<file path="src/rtl/rsw_pkg.sv">
package rsw_pkg;
    typedef enum logic [0:0] {
        ST_IDLE = 1'b0,
        ST_RUN  = 1'b1
    } rsw_state_e;

    localparam int unsigned RSW_DEFAULT_LEN = 500;
    localparam int unsigned RSW_SAMPLE_W    = 12;
    localparam int unsigned RSW_HALVES      = 2;
endpackage

</file>
<file path="src/rtl/rsw_seq.sv">
module rsw_seq
    import rsw_pkg::*;
#(
    parameter int unsigned LEN_W  = 16,
    parameter int unsigned ADDR_W = 16
) (
    input  logic              clk,
    input  logic              rst,
    input  logic              enable,
    input  logic [LEN_W-1:0]  cfg_len,
    input  logic [ADDR_W-1:0] cfg_base,
    input  logic              cfg_inc,
    input  logic              conv_done,
    output logic              active,
    output logic              start_pulse,
    output logic              wr,
    output logic [ADDR_W-1:0] wr_addr,
    output logic              half_evt,
    output logic              full_evt,
    output logic              lo_refill,
    output logic              hi_refill,
    output logic [LEN_W-1:0]  xfer_left
);
    localparam logic [LEN_W-1:0] ONE = LEN_W'(1);

    rsw_state_e state_q, state_d;
    logic [LEN_W-1:0]  len_q, idx_q, left_q;
    logic [ADDR_W-1:0] base_q;
    logic              inc_q;
    logic              len_ok;
    logic [LEN_W-1:0]  half_len;

    assign len_ok   = (cfg_len[0] == 1'b0) && (cfg_len >= LEN_W'(2));
    assign half_len = len_q >> 1;

    // next-state
    always_comb begin
        state_d = state_q;
        unique case (state_q)
            ST_IDLE: if (enable && len_ok) state_d = ST_RUN;   // arm
            ST_RUN:  if (!enable)          state_d = ST_IDLE;  // halt
            default: state_d = ST_IDLE;
        endcase
    end

    always_ff @(posedge clk) begin
        if (rst) state_q <= ST_IDLE;
        else     state_q <= state_d;
    end

    // outputs
    always_comb begin
        active      = 1'b0;
        start_pulse = 1'b0;
        wr          = 1'b0;
        unique case (state_q)
            ST_IDLE: start_pulse = (state_d == ST_RUN);
            ST_RUN: begin
                active = 1'b1;
                wr     = conv_done;
            end
            default: ;
        endcase
    end

    assign half_evt  = wr && (idx_q == half_len - ONE);
    assign full_evt  = wr && (idx_q == len_q - ONE);
    assign lo_refill = wr && (idx_q == '0);
    assign hi_refill = wr && (idx_q == half_len);
    assign wr_addr   = base_q + (inc_q ? ADDR_W'(idx_q) : '0);
    assign xfer_left = left_q;

    always_ff @(posedge clk) begin
        if (rst) begin
            len_q  <= LEN_W'(RSW_DEFAULT_LEN);
            left_q <= LEN_W'(RSW_DEFAULT_LEN);
            idx_q  <= '0;
            base_q <= '0;
            inc_q  <= 1'b1;
        end else if (start_pulse) begin
            len_q  <= cfg_len;
            left_q <= cfg_len;
            idx_q  <= '0;
            base_q <= cfg_base;
            inc_q  <= cfg_inc;
        end else if (wr) begin
            if (full_evt) begin
                idx_q  <= '0;
                left_q <= len_q;
            end else begin
                idx_q  <= idx_q + ONE;
                left_q <= left_q - ONE;
            end
        end
    end

    a_r2_idx_step: assert property (@(posedge clk) disable iff (rst)
        (wr && !full_evt) |=> (idx_q == $past(idx_q) + ONE));
    a_r3_wrap: assert property (@(posedge clk) disable iff (rst)
        (wr && full_evt) |=> (idx_q == '0 && left_q == len_q));
    a_r8_left_range: assert property (@(posedge clk) disable iff (rst)
        active |-> (left_q >= ONE && left_q <= len_q));
    a_r11_len_frozen: assert property (@(posedge clk) disable iff (rst)
        (active && !start_pulse) |=> (!active || $stable(len_q)));
endmodule

</file>
<file path="src/rtl/rsw_sticky.sv">
module rsw_sticky (
    input  logic clk,
    input  logic rst,
    input  logic set,
    input  logic clr,
    output logic flag
);
    always_ff @(posedge clk) begin
        if (rst)      flag <= 1'b0;
        else if (set) flag <= 1'b1;
        else if (clr) flag <= 1'b0;
    end

    a_r6_set_wins: assert property (@(posedge clk) disable iff (rst)
        set |=> flag);
    a_r6_hold: assert property (@(posedge clk) disable iff (rst)
        (flag && !clr) |=> flag);
endmodule

</file>
<file path="src/rtl/rsw_overrun.sv">
module rsw_overrun
    import rsw_pkg::*;
#(
    parameter int unsigned CNT_W = 16
) (
    input  logic             clk,
    input  logic             rst,
    input  logic             start_pulse,
    input  logic [RSW_HALVES-1:0] evt,
    input  logic [RSW_HALVES-1:0] refill,
    input  logic [RSW_HALVES-1:0] ack,
    input  logic             ovr_clr,
    output logic [CNT_W-1:0] cnt
);
    localparam logic [CNT_W-1:0] MAX = '1;

    logic [RSW_HALVES-1:0] pend_q, hit;

    for (genvar g = 0; g < RSW_HALVES; g++) begin : g_half
        assign hit[g] = refill[g] && pend_q[g] && !ack[g];
        always_ff @(posedge clk) begin
            if (rst || start_pulse)      pend_q[g] <= 1'b0;
            else if (evt[g])             pend_q[g] <= 1'b1;
            else if (ack[g] || hit[g])   pend_q[g] <= 1'b0;
        end
    end

    always_ff @(posedge clk) begin
        if (rst || ovr_clr)             cnt <= '0;
        else if ((|hit) && cnt != MAX)  cnt <= cnt + CNT_W'(1);
    end

    a_r9_step: assert property (@(posedge clk) disable iff (rst)
        (!ovr_clr && cnt != MAX) |=> (cnt == $past(cnt) || cnt == $past(cnt) + CNT_W'(1)));
    a_r10_saturate: assert property (@(posedge clk) disable iff (rst)
        (cnt == MAX && !ovr_clr) |=> (cnt == MAX));
endmodule

</file>
<file path="src/rtl/ring_stream_writer.sv">
module ring_stream_writer
    import rsw_pkg::*;
#(
    parameter int unsigned LEN_W    = 16,
    parameter int unsigned ADDR_W   = 16,
    parameter int unsigned SAMPLE_W = RSW_SAMPLE_W,
    parameter int unsigned CNT_W    = 16
) (
    input  logic                clk,
    input  logic                rst,
    input  logic                enable,
    input  logic [LEN_W-1:0]    cfg_len,
    input  logic [ADDR_W-1:0]   cfg_base,
    input  logic                cfg_inc,
    input  logic                conv_done,
    input  logic [SAMPLE_W-1:0] sample_in,
    output logic                mem_we,
    output logic [ADDR_W-1:0]   mem_addr,
    output logic [SAMPLE_W-1:0] mem_wdata,
    output logic                ht_flag,
    input  logic                ht_clr,
    output logic                tc_flag,
    input  logic                tc_clr,
    input  logic                ack_lo,
    input  logic                ack_hi,
    input  logic                ovr_clr,
    output logic [CNT_W-1:0]    overrun_cnt,
    output logic [LEN_W-1:0]    xfer_left,
    output logic                active
);
    logic wr, start_pulse, half_evt, full_evt, lo_refill, hi_refill;
    logic [RSW_HALVES-1:0] evt_v, clr_v, flag_v;

    rsw_seq #(.LEN_W(LEN_W), .ADDR_W(ADDR_W)) u_seq (
        .clk(clk), .rst(rst), .enable(enable),
        .cfg_len(cfg_len), .cfg_base(cfg_base), .cfg_inc(cfg_inc),
        .conv_done(conv_done), .active(active), .start_pulse(start_pulse),
        .wr(wr), .wr_addr(mem_addr), .half_evt(half_evt), .full_evt(full_evt),
        .lo_refill(lo_refill), .hi_refill(hi_refill), .xfer_left(xfer_left)
    );

    assign evt_v = {full_evt, half_evt};
    assign clr_v = {tc_clr, ht_clr};

    for (genvar g = 0; g < RSW_HALVES; g++) begin : g_flag
        rsw_sticky u_flag (
            .clk(clk), .rst(rst), .set(evt_v[g]), .clr(clr_v[g]), .flag(flag_v[g])
        );
    end

    assign ht_flag = flag_v[0];
    assign tc_flag = flag_v[1];

    rsw_overrun #(.CNT_W(CNT_W)) u_ovr (
        .clk(clk), .rst(rst), .start_pulse(start_pulse),
        .evt(evt_v), .refill({hi_refill, lo_refill}), .ack({ack_hi, ack_lo}),
        .ovr_clr(ovr_clr), .cnt(overrun_cnt)
    );

    assign mem_we    = wr;
    assign mem_wdata = sample_in;

    a_r1_idle_quiet: assert property (@(posedge clk) disable iff (rst)
        !active |-> !mem_we);
endmodule

</file>
<file path="config.mk">
export PLATFORM = sky130hd
export DESIGN_NAME = ring_stream_writer
export DESIGN_NICKNAME = d
export VERILOG_FILES = /design/src/rtl/rsw_pkg.sv /design/src/rtl/rsw_seq.sv /design/src/rtl/rsw_sticky.sv /design/src/rtl/rsw_overrun.sv /design/src/rtl/ring_stream_writer.sv
export SDC_FILE = /design/constraint.sdc
export NUM_CORES = 1
export LEC_CHECK = 0
export ABC_AREA = 1
export BUFFER_PORTS_ARGS = -buffer_cell sky130_fd_sc_hd__buf_2
export CORE_MARGIN = 3
export CORE_UTILIZATION = 61
export DETAILED_ROUTE_END_ITERATION = 8
export GPL_ROUTABILITY_DRIVEN = 0
export PLACE_DENSITY = 0.86
export SYNTH_ARGS = -nofsm -noshare
export SYNTH_HDL_FRONTEND = slang
export SYNTH_SLANG_ARGS = --single-unit
</file>
<file path="constraint.sdc">
create_clock -name clk -period 4.7 [get_ports clk]
set_input_delay 0.94 -clock clk [delete_from_list [all_inputs] [get_ports clk]]
set_output_delay 0.94 -clock clk [all_outputs]
set_load 0.01 [all_outputs]
</file>
=== After elaboration in Yosys (flattened, before gate mapping) ===
Index checks and enable logic that the tools add are counted.
Widths: inputs -> output; s select.

* Shift operators: 0
* Magnitude comparators: 1
* $add $sub $neg: 6
* Equal/unequal tests: 4
* Mux-type cells: 19
* Reduce and logical (&&, ||, !) cells: 25
* Divide/modulo/power cells: 0
* Multiply operators: 0
* Bitwise operators: 2

{| class="wikitable"
|+ Operators by type and width
! cell !! count
|-
| $mux 16 || 5
|-
| $add 16x1->16 const B || 2
|-
| $eq 16x16->1 || 2
|-
| $sub 16x1->16 const B || 2
|-
| $add 16x16->16 || 1
|-
| $eq 16x15->1 || 1
|-
| $ge 16x2->1 const B || 1
|-
| $logic_not 16->1 || 1
|-
| $ne 16x16->1 const B || 1
|-
| $sub 15x1->16 const B || 1
|-
| $mux 1 || 13
|-
| $logic_and 1x1->1 || 11
|-
| $reduce_bool 2->1 || 5
|-
| $logic_or 1x1->1 || 4
|-
| $reduce_or 2->1 || 2
|-
| $logic_not 1->1 || 2
|-
| $not 1->1 || 2
|-
| $pmux 1 s2 || 1
|}

* ROM bits: 0
* Memories: 0
* Input port bits: 54
* Latch bits: 0
* RAM bits: 0
* Output and inout bits: 64
* Word-level logic and storage cells: 68
* Flip-flop bits (word level): 86

=== Depth between registers and ports, before layout ===
Gate-level depths: netlist of run 1.

* Word-level depth: 7
* Gate-level depth with buffers: 17
* Gate-level depth less buffers: 16

=== Hierarchy ===
Synthesis of run 1 repeated with hierarchy kept, for this count alone.

* Cell total of the unflattened synthesis: 1056
* Area, all modules: 6611.3 µm²

{| class="wikitable"
|+ Modules (own cells, without submodules)
! module !! sequential area each (µm²) !! cells each !! area each (µm²) !! times used
|-
| rsw_seq || 1321.3 || 867 || 5377.7 || 1
|-
| rsw_overrun || 360.3 || 167 || 1063.5 || 1
|-
| ring_stream_writer || 0.0 || 12 || 90.1 || 1
|-
| rsw_sticky || 20.0 || 5 || 40.0 || 2
|}

=== Worst setup path before layout of run 1 ===
Ideal clock, no wire load.

* Path type: register to output
* Start point: register u_seq.inc_q
* End point: output port mem_addr[12]
* Path buffers: 1
* Required time: 3760 ps
* Stages on the path, launching flop included: 15
* Setup slack: 1269 ps
* Data arrival time: 2491 ps
* Cell sequence: dfxtp_1 > clkbuf_1 > nand2_1 > inv_1 > ha_1 > inv_1 > fa_1 > nand3b_1 > nand2_1 > inv_1 > o21a_1 > o21ai_0 > a21boi_0 > o21ai_0 > xor2_1

* Word-level cells in the longest chain between the ends: 2

{| class="wikitable"
|+ Ends and longest elaborated chain
! item !! line !! source
|-
| from (decl) || rsw_seq.sv:29 || <nowiki>logic inc_q;</nowiki>
|-
| from (signal assigned) || rsw_seq.sv:85 || <nowiki>inc_q <= cfg_inc;</nowiki>
|-
| $mux 16 || rsw_seq.sv:70 || <nowiki>assign wr_addr = base_q + (inc_q ? ADDR_W'(idx_q) : '0);</nowiki>
|-
| $add 16x16->16 || rsw_seq.sv:70 ||
|-
| to (decl) || ring_stream_writer.sv:18 || <nowiki>output logic [ADDR_W-1:0] mem_addr,</nowiki>
|}

Every way passes these cells.

=== Worst setup path in the final report of run 1 ===
Same ends and word-level chain as after synthesis.

==> results of run 1 <==
Yosys cell counts (all sizes together):
library cell / n
nand2: 244
inv: 115
nor2: 98
dfxtp: 86
a21oi: 62
nand3: 59
xor2: 46
xnor2: 37
nand4: 32
o21ai: 30
buf: 25
nor3: 25
clkbuf: 23
ha: 21
nor3b: 9
nor4: 9
nand3b: 6
o22ai: 4
a211oi: 3
a21boi: 2
a31oi: 2
o211ai: 2
o21a: 2
o31ai: 2
clkinv: 1
fa: 1
o32ai: 1
xnor3: 1
final cells by class:
cell class                 count  area share [%]
multi-input combinational    698            56.1
sequential                    86            24.8
timing repair buffer          95            6.93
inverter                     116            6.28
tap                          133            2.40
clock buffer                  11            2.04
clock inverter                 4            1.37
flip-flops by register name, summed over array words and instances (netlist names):
register and cells:
u_ovr.cnt 16, u_seq.base_q 16, u_seq.idx_q 16, u_seq.len_q 16
u_seq.xfer_left 16, g_flag.u_flag.flag 2, u_ovr.pend_q 2, u_seq.inc_q 1
u_seq.state_q 1
critical path, delay by kind of cell (launching register included):
family / cells / cell delay (ns)
fa+ha+maj: 2 / 0.55
buf+inv: 4 / 0.32
simple gates: 3 / 0.38
flops: 1 / 0.66
xor+xnor: 1 / 0.16
compound gates: 4 / 0.93
per-layer routing:
metal	vias up	part of all wire (%)	GRT usage (%)
met4	0	2.8	10.9
li1	3161	-	-
met1	2795	44	36.3
met3	43	6.8	6.60
met2	249	46	46.8
met5	-	0	0
cell families (layout without fill, tap and decap cells):
kind of cell | count (synthesis) | after routing | synth area share [%]
DFF | 86 | 86 | 27.2
buffers and inverters | 164 | 226 | 11.3
AOI/OAI and AO/OA | 110 | 110 | 9.43
xor gates and xnor gates | 84 | 84 | 12.0
and+or+nand+nor | 482 | 482 | 35.6
adders and majority gates | 22 | 22 | 4.47
where the power goes:
| part | total [mW] | switching [mW] | internal (mW) |
|---|---|---|---|
| logic | 0.238 | 0.146 | 0.0915 |
| clock network | 0.631 | 0.267 | 0.364 |
| registers | 0.788 | 0.0364 | 0.752 |
| total | 1.66 | 0.450 | 1.21 |
worst paths after layout:
path                                                          from                                  to  cells after the start
worst max-delay path                      u_seq.inc_q$_SDFFE_PP1P_                        mem_addr[12]                     14
worst min-delay path            g_flag[0].u_flag.flag$_SDFFE_PP0P_  g_flag[0].u_flag.flag$_SDFFE_PP0P_                      2
worst max register to register            u_seq.state_q$_SDFF_PP0_           u_ovr.cnt[3]$_SDFFE_PP0P_                      9
worst min register to register  g_flag[0].u_flag.flag$_SDFFE_PP0P_  g_flag[0].u_flag.flag$_SDFFE_PP0P_                      2
stage by stage:
stage | cell area (µm²) | power, mW | cells
floorplan | 6330 | 0.978 | 948
global placement | 6690 | 1.03 | 1128
detailed placement | 6690 | 1.04 | 1128
CTS | 6930 | 1.67 | 1143
global route | 6930 | 1.73 | 1143
finish | 6930 | 1.66 | 1143
==> results.cfg, run 1 <==
[run_status]
status = complete, no violations

[cells_and_area]
layout_commonest_cell = nand2_1
final_cell_mix = nand2_1 (235), inv_1 (112), buf_2 (93)
seqCellArea_mm2 = 0.00172
num_antenna_cells = 0
utilization_pct = 69.9
drive_above_1_share_pct = 14.7
multiInputGateArea_mm2 = 0.00389
fill_cells = 908
areaGrowthSynthToFinish_pct = 9.53
fin_nets = 1082

[yosys]
yosys.area.top_type = dfxtp_1
syn_nets = 1024
synthCells = 948
synthTopCellsByArea = dfxtp_1 (27%), nand2_1 (14%), inv_1 (6.6%), xor2_1 (6.4%), xnor2_1 (5.0%)
synthDominantCellAreaShare_pct = 27.2
yosysWarnings = 0
ys_ff_latch = 86
synth_cell_types = 44
syn-mean-instance-area_um2 = 6.67
syn_area_mm2 = 0.00633
synth_seq_area_share_pct = 27.2

[global_route]
grt_pass1_vias = 5847
antenna_found_initial = 0
grt_usage_pct = 28.6
grt_first_pass_wirelength_um = 26800
overflow = 0
grt_max_degree = 39

[clock_tree]
insertion_delay_ns = 0.38
tritoncts = built
path_clk_slew_ns = 0.08
cts_buffers = 9
cts_root_buf = clkbuf_8
cts_buffer_depth = 2
cts_resized = 0
cts_setup_buffers = 0
hold_buffers = 0
cts.sinks = 86
cts.htree.levels = 3

[route]
first_pass_iters = 5
ant_nets = 0
viasPerCell = 5.47
wl_um = 16000
drc = 0
drtIter0Drc = 472
wl_per_cell_um = 14.0
vias = 6248

[setup_path]
path_cells = nand2_1, inv_1, ha_1, inv_1, fa_1, nand3b_1, nand2_1, inv_1, o21a_1, o21ai_0, a21boi_0, o21ai_0, xor2_1, buf_2
cp_slowest_stage_delay_ns = 0.66
rrSetupSlack_ns = 1.62
worstSetupPathType = reg2out
crit_fanout = 17
slowest_stage = dfxtp_1
crit_arrival_ns = 3.38
start_kind = flop
cp.required_ns = 3.76
path_common_cell = inv_1
end_kind = output port

[sta]
fin_tns_setup_ns = 0
setup_viol = 0
skew_ns = 0.00840
worst_pin_slew_ns = 1.06
hold_viol = 0
fin_hold_ws_ns = 0.465
period_needed_ns = 4.32
max-slew-margin-rel_pct = 29.2
drv_slew = 0
rsz0062_at_grt = no
post-route-period-util_pct = 91.9
fmax_mhz = 231
setup_slack_ns = 0.379

[die]
std_cell_rows = 36
die_w_um = 108
die_y_um = 108
die_area_mm2 = 0.0116
io_pins = 118
core_area_mm2 = 0.00991
start_util_pct = 63.8

[placement]
pre_cts_ws_ns = 0.816
dpl.hpwl_um = 12000
portBuffers = 93

[power]
p_leak_nw = 3.13
peakVddDrop_v = 0.000303
power_density_mw_per_mm2 = 239

[run]
maxCapViolCount = 0

[hold_path]
worstHoldPathType = reg2reg
Note: power is estimated with default switching activity, not from simulation.
==> inputs of run 2 (changes only) <==
- CORE_UTILIZATION: 61 -> 62
- SYNTH_HIERARCHICAL: unset -> 1
==> results.cfg, run 2 <==
[cells_and_area]
num_antenna_cells = 0
finalNonFillerCells = 1261
fin_nets = 1196
fin_area_mm2 = 0.00727
areaGrowthSynthToFinish_pct = 9.90
final_cell_mix = nand2_1 (288), inv_1 (129), nor2_1 (123)
fill_cells = 936
drive_above_1_share_pct = 15.0
layout_commonest_cell = nand2_1

[yosys]
synthCells = 1056
synth_seq_area_share_pct = 26.0
syn_nets = 1132
async_flop_share_pct = 0
syn_area_mm2 = 0.00661
yosysWarnings = 6
yosys.area.top_type = dfxtp_1
synthDominantCellAreaShare_pct = 26.0
synthTopCellsByArea = dfxtp_1 (26%), nand2_1 (16%), inv_1 (7.3%), xor2_1 (7.2%), nor2_1 (7.0%)
yosysMostFrequentCell = nand2_1
synth_common_cells = nand2_1 (288), inv_1 (129), nor2_1 (123)
ys_ff_latch = 86
synth_top_flop_cell = dfxtp_1
synth_cell_types = 46
synth_edf_count = 0
syn-mean-instance-area_um2 = 6.26

[clock_tree]
cts_resized = 0
cts_root_buf = clkbuf_8
cts.htree.levels = 3
cts_buffers = 9
cts_setup_buffers = 0
cts_buffer_depth = 2
tritoncts = built
insertion_delay_ns = 0.37
cts.sinks = 86
hold_buffers = 0
path_clk_slew_ns = 0.09

[power]
power.share.switching_pct = 29.9
power_density_mw_per_mm2 = 231
peakVddDrop_v = 0.000185
p_leak_nw = 3.48
combPwrFrac_pct = 17.0
power.internal_mw = 1.18
clock_power_share_pct = 35.1
p_sw_uw = 502
seq_power_share_pct = 47.9

[sta]
max-slew-margin-rel_pct = 45.7
post-route-period-util_pct = 93.4
hold_viol = 0
period_needed_ns = 4.39
rsz0062_at_grt = no
skew_ns = 0.0132
fin_tns_setup_ns = 0
setup_viol = 0
fmax_mhz = 228
drv_slew = 0
worst_pin_slew_ns = 0.812

[die]
io_pins = 118
start_util_pct = 63.8
die_y_um = 109
die_area_mm2 = 0.0119
die_w_um = 109
std_cell_rows = 37
core_area_mm2 = 0.0104

[hold_path]
worstHoldPathType = reg2reg

[route]
viasPerCell = 5.55
first_pass_iters = 8
vias = 7000
wl_um = 18100
wl_per_cell_um = 14.4
drc = 0
drtIter0Drc = 588
ant_nets = 0

[placement]
place_area_mm2 = 0.00704
portBuffers = 93
place_inst = 1245
dpl.hpwl_um = 13700

[setup_path]
worstSetupPathType = reg2out
crit_arrival_ns = 3.45
cp.required_ns = 3.76
crit_fanout = 17
path_cells = nand2_1, inv_1, ha_1, inv_1, fa_1, nand3b_1, nand2_1, inv_1, o21a_1, o21ai_0, a31oi_1, o21ai_0, xor2_1, buf_2
cp_slowest_stage_delay_ns = 0.65
start_kind = flop
end_kind = output port
slowest_stage = dfxtp_1
path_common_cell = inv_1

[global_route]
grt_usage_pct = 31.0
overflow = 0
grt_first_pass_wirelength_um = 29300
grt_pass1_vias = 6279
grt_max_degree = 42
antenna_found_initial = 0

[run_status]
status = complete, no violations

[run]
maxCapViolCount = 0
[run 2: changes by cell type in the layout (fill, tap and decap cells not counted), moves of 9 or more]
cell	delta
nand2_1	+53
nor2_1	+40
inv_1	+17
nand4_1	-16
nand3_1	+15
xnor2_1	-15
nor3_1	-9
[run 2: path summary, 6_finish.rpt]
| kind | from | to | slack [ns] | cells past startpoint |
|---|---|---|---|---|
| setup / recovery | u_seq/inc_q$_SDFFE_PP1P_ | mem_addr[12] | 0.31 | 14 |
| hold / removal | g_flag[0].u_flag/flag$_SDFFE_PP0P_ | g_flag[0].u_flag/flag$_SDFFE_PP0P_ | 0.47 | 2 |
| setup reg to reg | u_seq/len_q[2]$_SDFFE_PP1P_ | u_seq/idx_q[14]$_SDFFE_PP0P_ | 1.81 | 16 |
| hold reg to reg | g_flag[0].u_flag/flag$_SDFFE_PP0P_ | g_flag[0].u_flag/flag$_SDFFE_PP0P_ | 0.47 | 2 |
[run 2: layer usage]
| metal | track usage, % | wire (µm) |
|---|---|---|
| met4 | 11.7 | 567 |
| met2 | 49.5 | 8060 |
| met5 | 0 | 0 |
| met3 | 5.51 | 1770 |
| met1 | 41.7 | 7700 |
[run 2: kinds of logic (layout without fill, tap and decap cells)]
group / count (synthesis) / in the layout / share of synthesized area (%)
xor+xnor: 75 / 75 / 9.94
simple gates: 570 / 570 / 38.3
buf+inv: 185 / 254 / 11.5
compound gates: 118 / 118 / 9.94
fa+ha+maj: 22 / 22 / 4.28
flops: 86 / 86 / 26.0
[run 2: power groups by stage]
| stage | registers, mW | clock network [mW] | logic [mW] |
|---|---|---|---|
| 3_5_place_dp | 0.819 | 0 | 0.278 |
| 3_3_place_gp | 0.818 | 0 | 0.272 |
| 6_report | 0.804 | 0.590 | 0.286 |
| 4_1_cts | 0.802 | 0.596 | 0.280 |
| 2_1_floorplan | 0.802 | 0 | 0.214 |
| 5_1_grt | 0.807 | 0.623 | 0.320 |
[run 2: worst max-delay path, delay by kind of cell, from the launching register on]
kind / cells / cell delay [ns]
AO/OA/AOI/OAI: 4 / 0.96
XOR/XNOR: 1 / 0.15
adder cells (fa/ha/maj): 2 / 0.57
buffers and inverters: 4 / 0.36
flip-flops: 1 / 0.65
AND/OR/NAND/NOR: 3 / 0.40
[run 2: final cells by class]
type,instances,area (µm²),area share (%)
well taps,136,170,2.34
clock inverters,5,81.3,1.12
repair buffers,96,488,6.72
flip-flops and latches,86,1720,23.7
clock buffers,11,141,1.95
multi-input cells,785,4130,56.8
inverters,142,533,7.34
[run 2: stage by stage]
step	hold slack, ns	setup slack (ns)	utilization, %	power [mW]
detailed placement	0.459	0.748	67.9	1.10
floorplan	0.448	0.982	-	1.02
finish	0.471	0.312	70.1	1.68
global route	0.497	0.0579	70.1	1.75
CTS	0.473	0.311	70.1	1.68
global placement	0.455	0.948	67.9	1.09
==> inputs of run 3 (changes only) <==
- RECOVER_POWER: unset -> 25
==> results.cfg, run 3 (same netlist as run 2, synthesis figures left out) <==
[run_status]
status = complete, no violations

[route]
ant_nets = 0
drc = 0
viasPerCell = 5.56
drtIter0Drc = 715
vias = 7011
first_pass_iters = 6
wl_per_cell_um = 14.4
wl_um = 18100

[die]
die_w_um = 109
core_area_mm2 = 0.0104
io_pins = 118
start_util_pct = 63.8
std_cell_rows = 37
die_y_um = 109
die_area_mm2 = 0.0119

[global_route]
antenna_found_initial = 0
grt_pass1_vias = 6279
grt_usage_pct = 31.0
grt_max_degree = 42
grt_first_pass_wirelength_um = 29300
overflow = 0

[placement]
place_inst = 1245
portBuffers = 93
dpl.hpwl_um = 13700

[clock_tree]
path_clk_slew_ns = 0.09
tritoncts = built
cts.sinks = 86
cts_buffers = 9
hold_buffers = 0
cts_buffer_depth = 2
cts_setup_buffers = 0
cts_resized = 0
insertion_delay_ns = 0.37
cts.htree.levels = 3
cts_root_buf = clkbuf_8

[sta]
skew_ns = 0.0142
period_needed_ns = 4.40
post-route-period-util_pct = 93.5
max-slew-margin-rel_pct = 45.8
rsz0062_at_grt = no
hold_viol = 0
fin_hold_ws_ns = 0.474
setup_viol = 0
fin_tns_setup_ns = 0
worst_pin_slew_ns = 0.809
fmax_mhz = 227
drv_slew = 0

[setup_path]
cp.required_ns = 3.76
worstSetupPathType = reg2out
startpoint = u_seq/inc_q$_SDFFE_PP1P_
end_kind = output port
worstRegToRegCells = 16
r2r_start = u_seq/len_q[2]$_SDFFE_PP1P_
crit_fanout = 17
start_kind = flop
crit_arrival_ns = 3.46

[hold_path]
whs_path_depth = 2
worstHoldPathType = reg2reg
holdCritStartpoint = g_flag[0].u_flag/flag$_SDFFE_PP0P_

[cells_and_area]
utilization_pct = 69.8
num_antenna_cells = 0
layout_commonest_cell = nand2_1
finalNonFillerCells = 1261
fin_nets = 1196
final_cell_mix = nand2_1 (288), inv_1 (129), nor2_1 (123)
areaGrowthSynthToFinish_pct = 9.42
drive_above_1_share_pct = 12.8
fill_cells = 944

[power]
power_density_mw_per_mm2 = 232
p_leak_nw = 3.39
peakVddDrop_v = 0.000185

[run]
maxCapViolCount = 0
==> run 3: cell types whose count changed in the layout (fill, tap and decap cells not counted), sizes merged <==
| cell | before | now |
|---|---|---|
| clkbuf | 11 | 36 |
| buf | 96 | 71 |
==> run 3: path summary, 6_finish.rpt <==
| kind | end | slack, ns |
|---|---|---|
| worst min register to register | g_flag[0].u_flag/flag$_SDFFE_PP0P_ | 0.47 |
| worst max register to register | u_seq/idx_q[14]$_SDFFE_PP0P_ | 1.81 |
| worst max-delay path | mem_addr[12] | 0.30 |
| worst min-delay path | g_flag[0].u_flag/flag$_SDFFE_PP0P_ | 0.47 |
==> run 3: worst max-delay path, stage by stage, from the launching register on <==
cell and delay (ns):
dfxtp_1 0.66, nand2_1 0.11, inv_1 0.10, ha_1 0.18, inv_1 0.07, fa_1 0.39
nand3b_1 0.18, nand2_1 0.11, inv_1 0.05, o21a_1 0.20, o21ai_0 0.35, a31oi_1 0.18
o21ai_0 0.23, xor2_1 0.15, buf_2 0.14
==> run 3: cell type report <==
type	count	area, µm²	area share, %
multi-input cells	785	4130	57.1
flip-flops and latches	86	1720	23.8
inverters	142	533	7.37
repair buffers	96	457	6.31
well taps	136	170	2.35
clock buffers	11	141	1.95
clock inverters	5	81.3	1.12
==> run 3: power by group <==
group	total, mW	internal, mW	switching, mW
clock network	0.590	0.315	0.275
logic	0.283	0.104	0.179
registers	0.804	0.756	0.0479
total	1.68	1.18	0.502
==> run 3: metrics by stage <==
step / cell area, µm² / power, mW / setup slack, ns
after CTS: 7270 / 1.68 / 0.311
after floorplan: 6610 / 1.02 / 0.982
after detailed placement: 7040 / 1.10 / 0.748
after global placement: 7040 / 1.09 / 0.948
after global routing: 7230 / 1.75 / 0.0579
final: 7230 / 1.68 / 0.304
==> run 3: metal layers <==
layer	vias up	routed length [µm]	global-route usage, %
met2	344	8050	49.5
met1	3169	7720	41.7
met5	-	0	0
li1	3443	-	-
met4	0	576	11.7
met3	55	1750	5.51
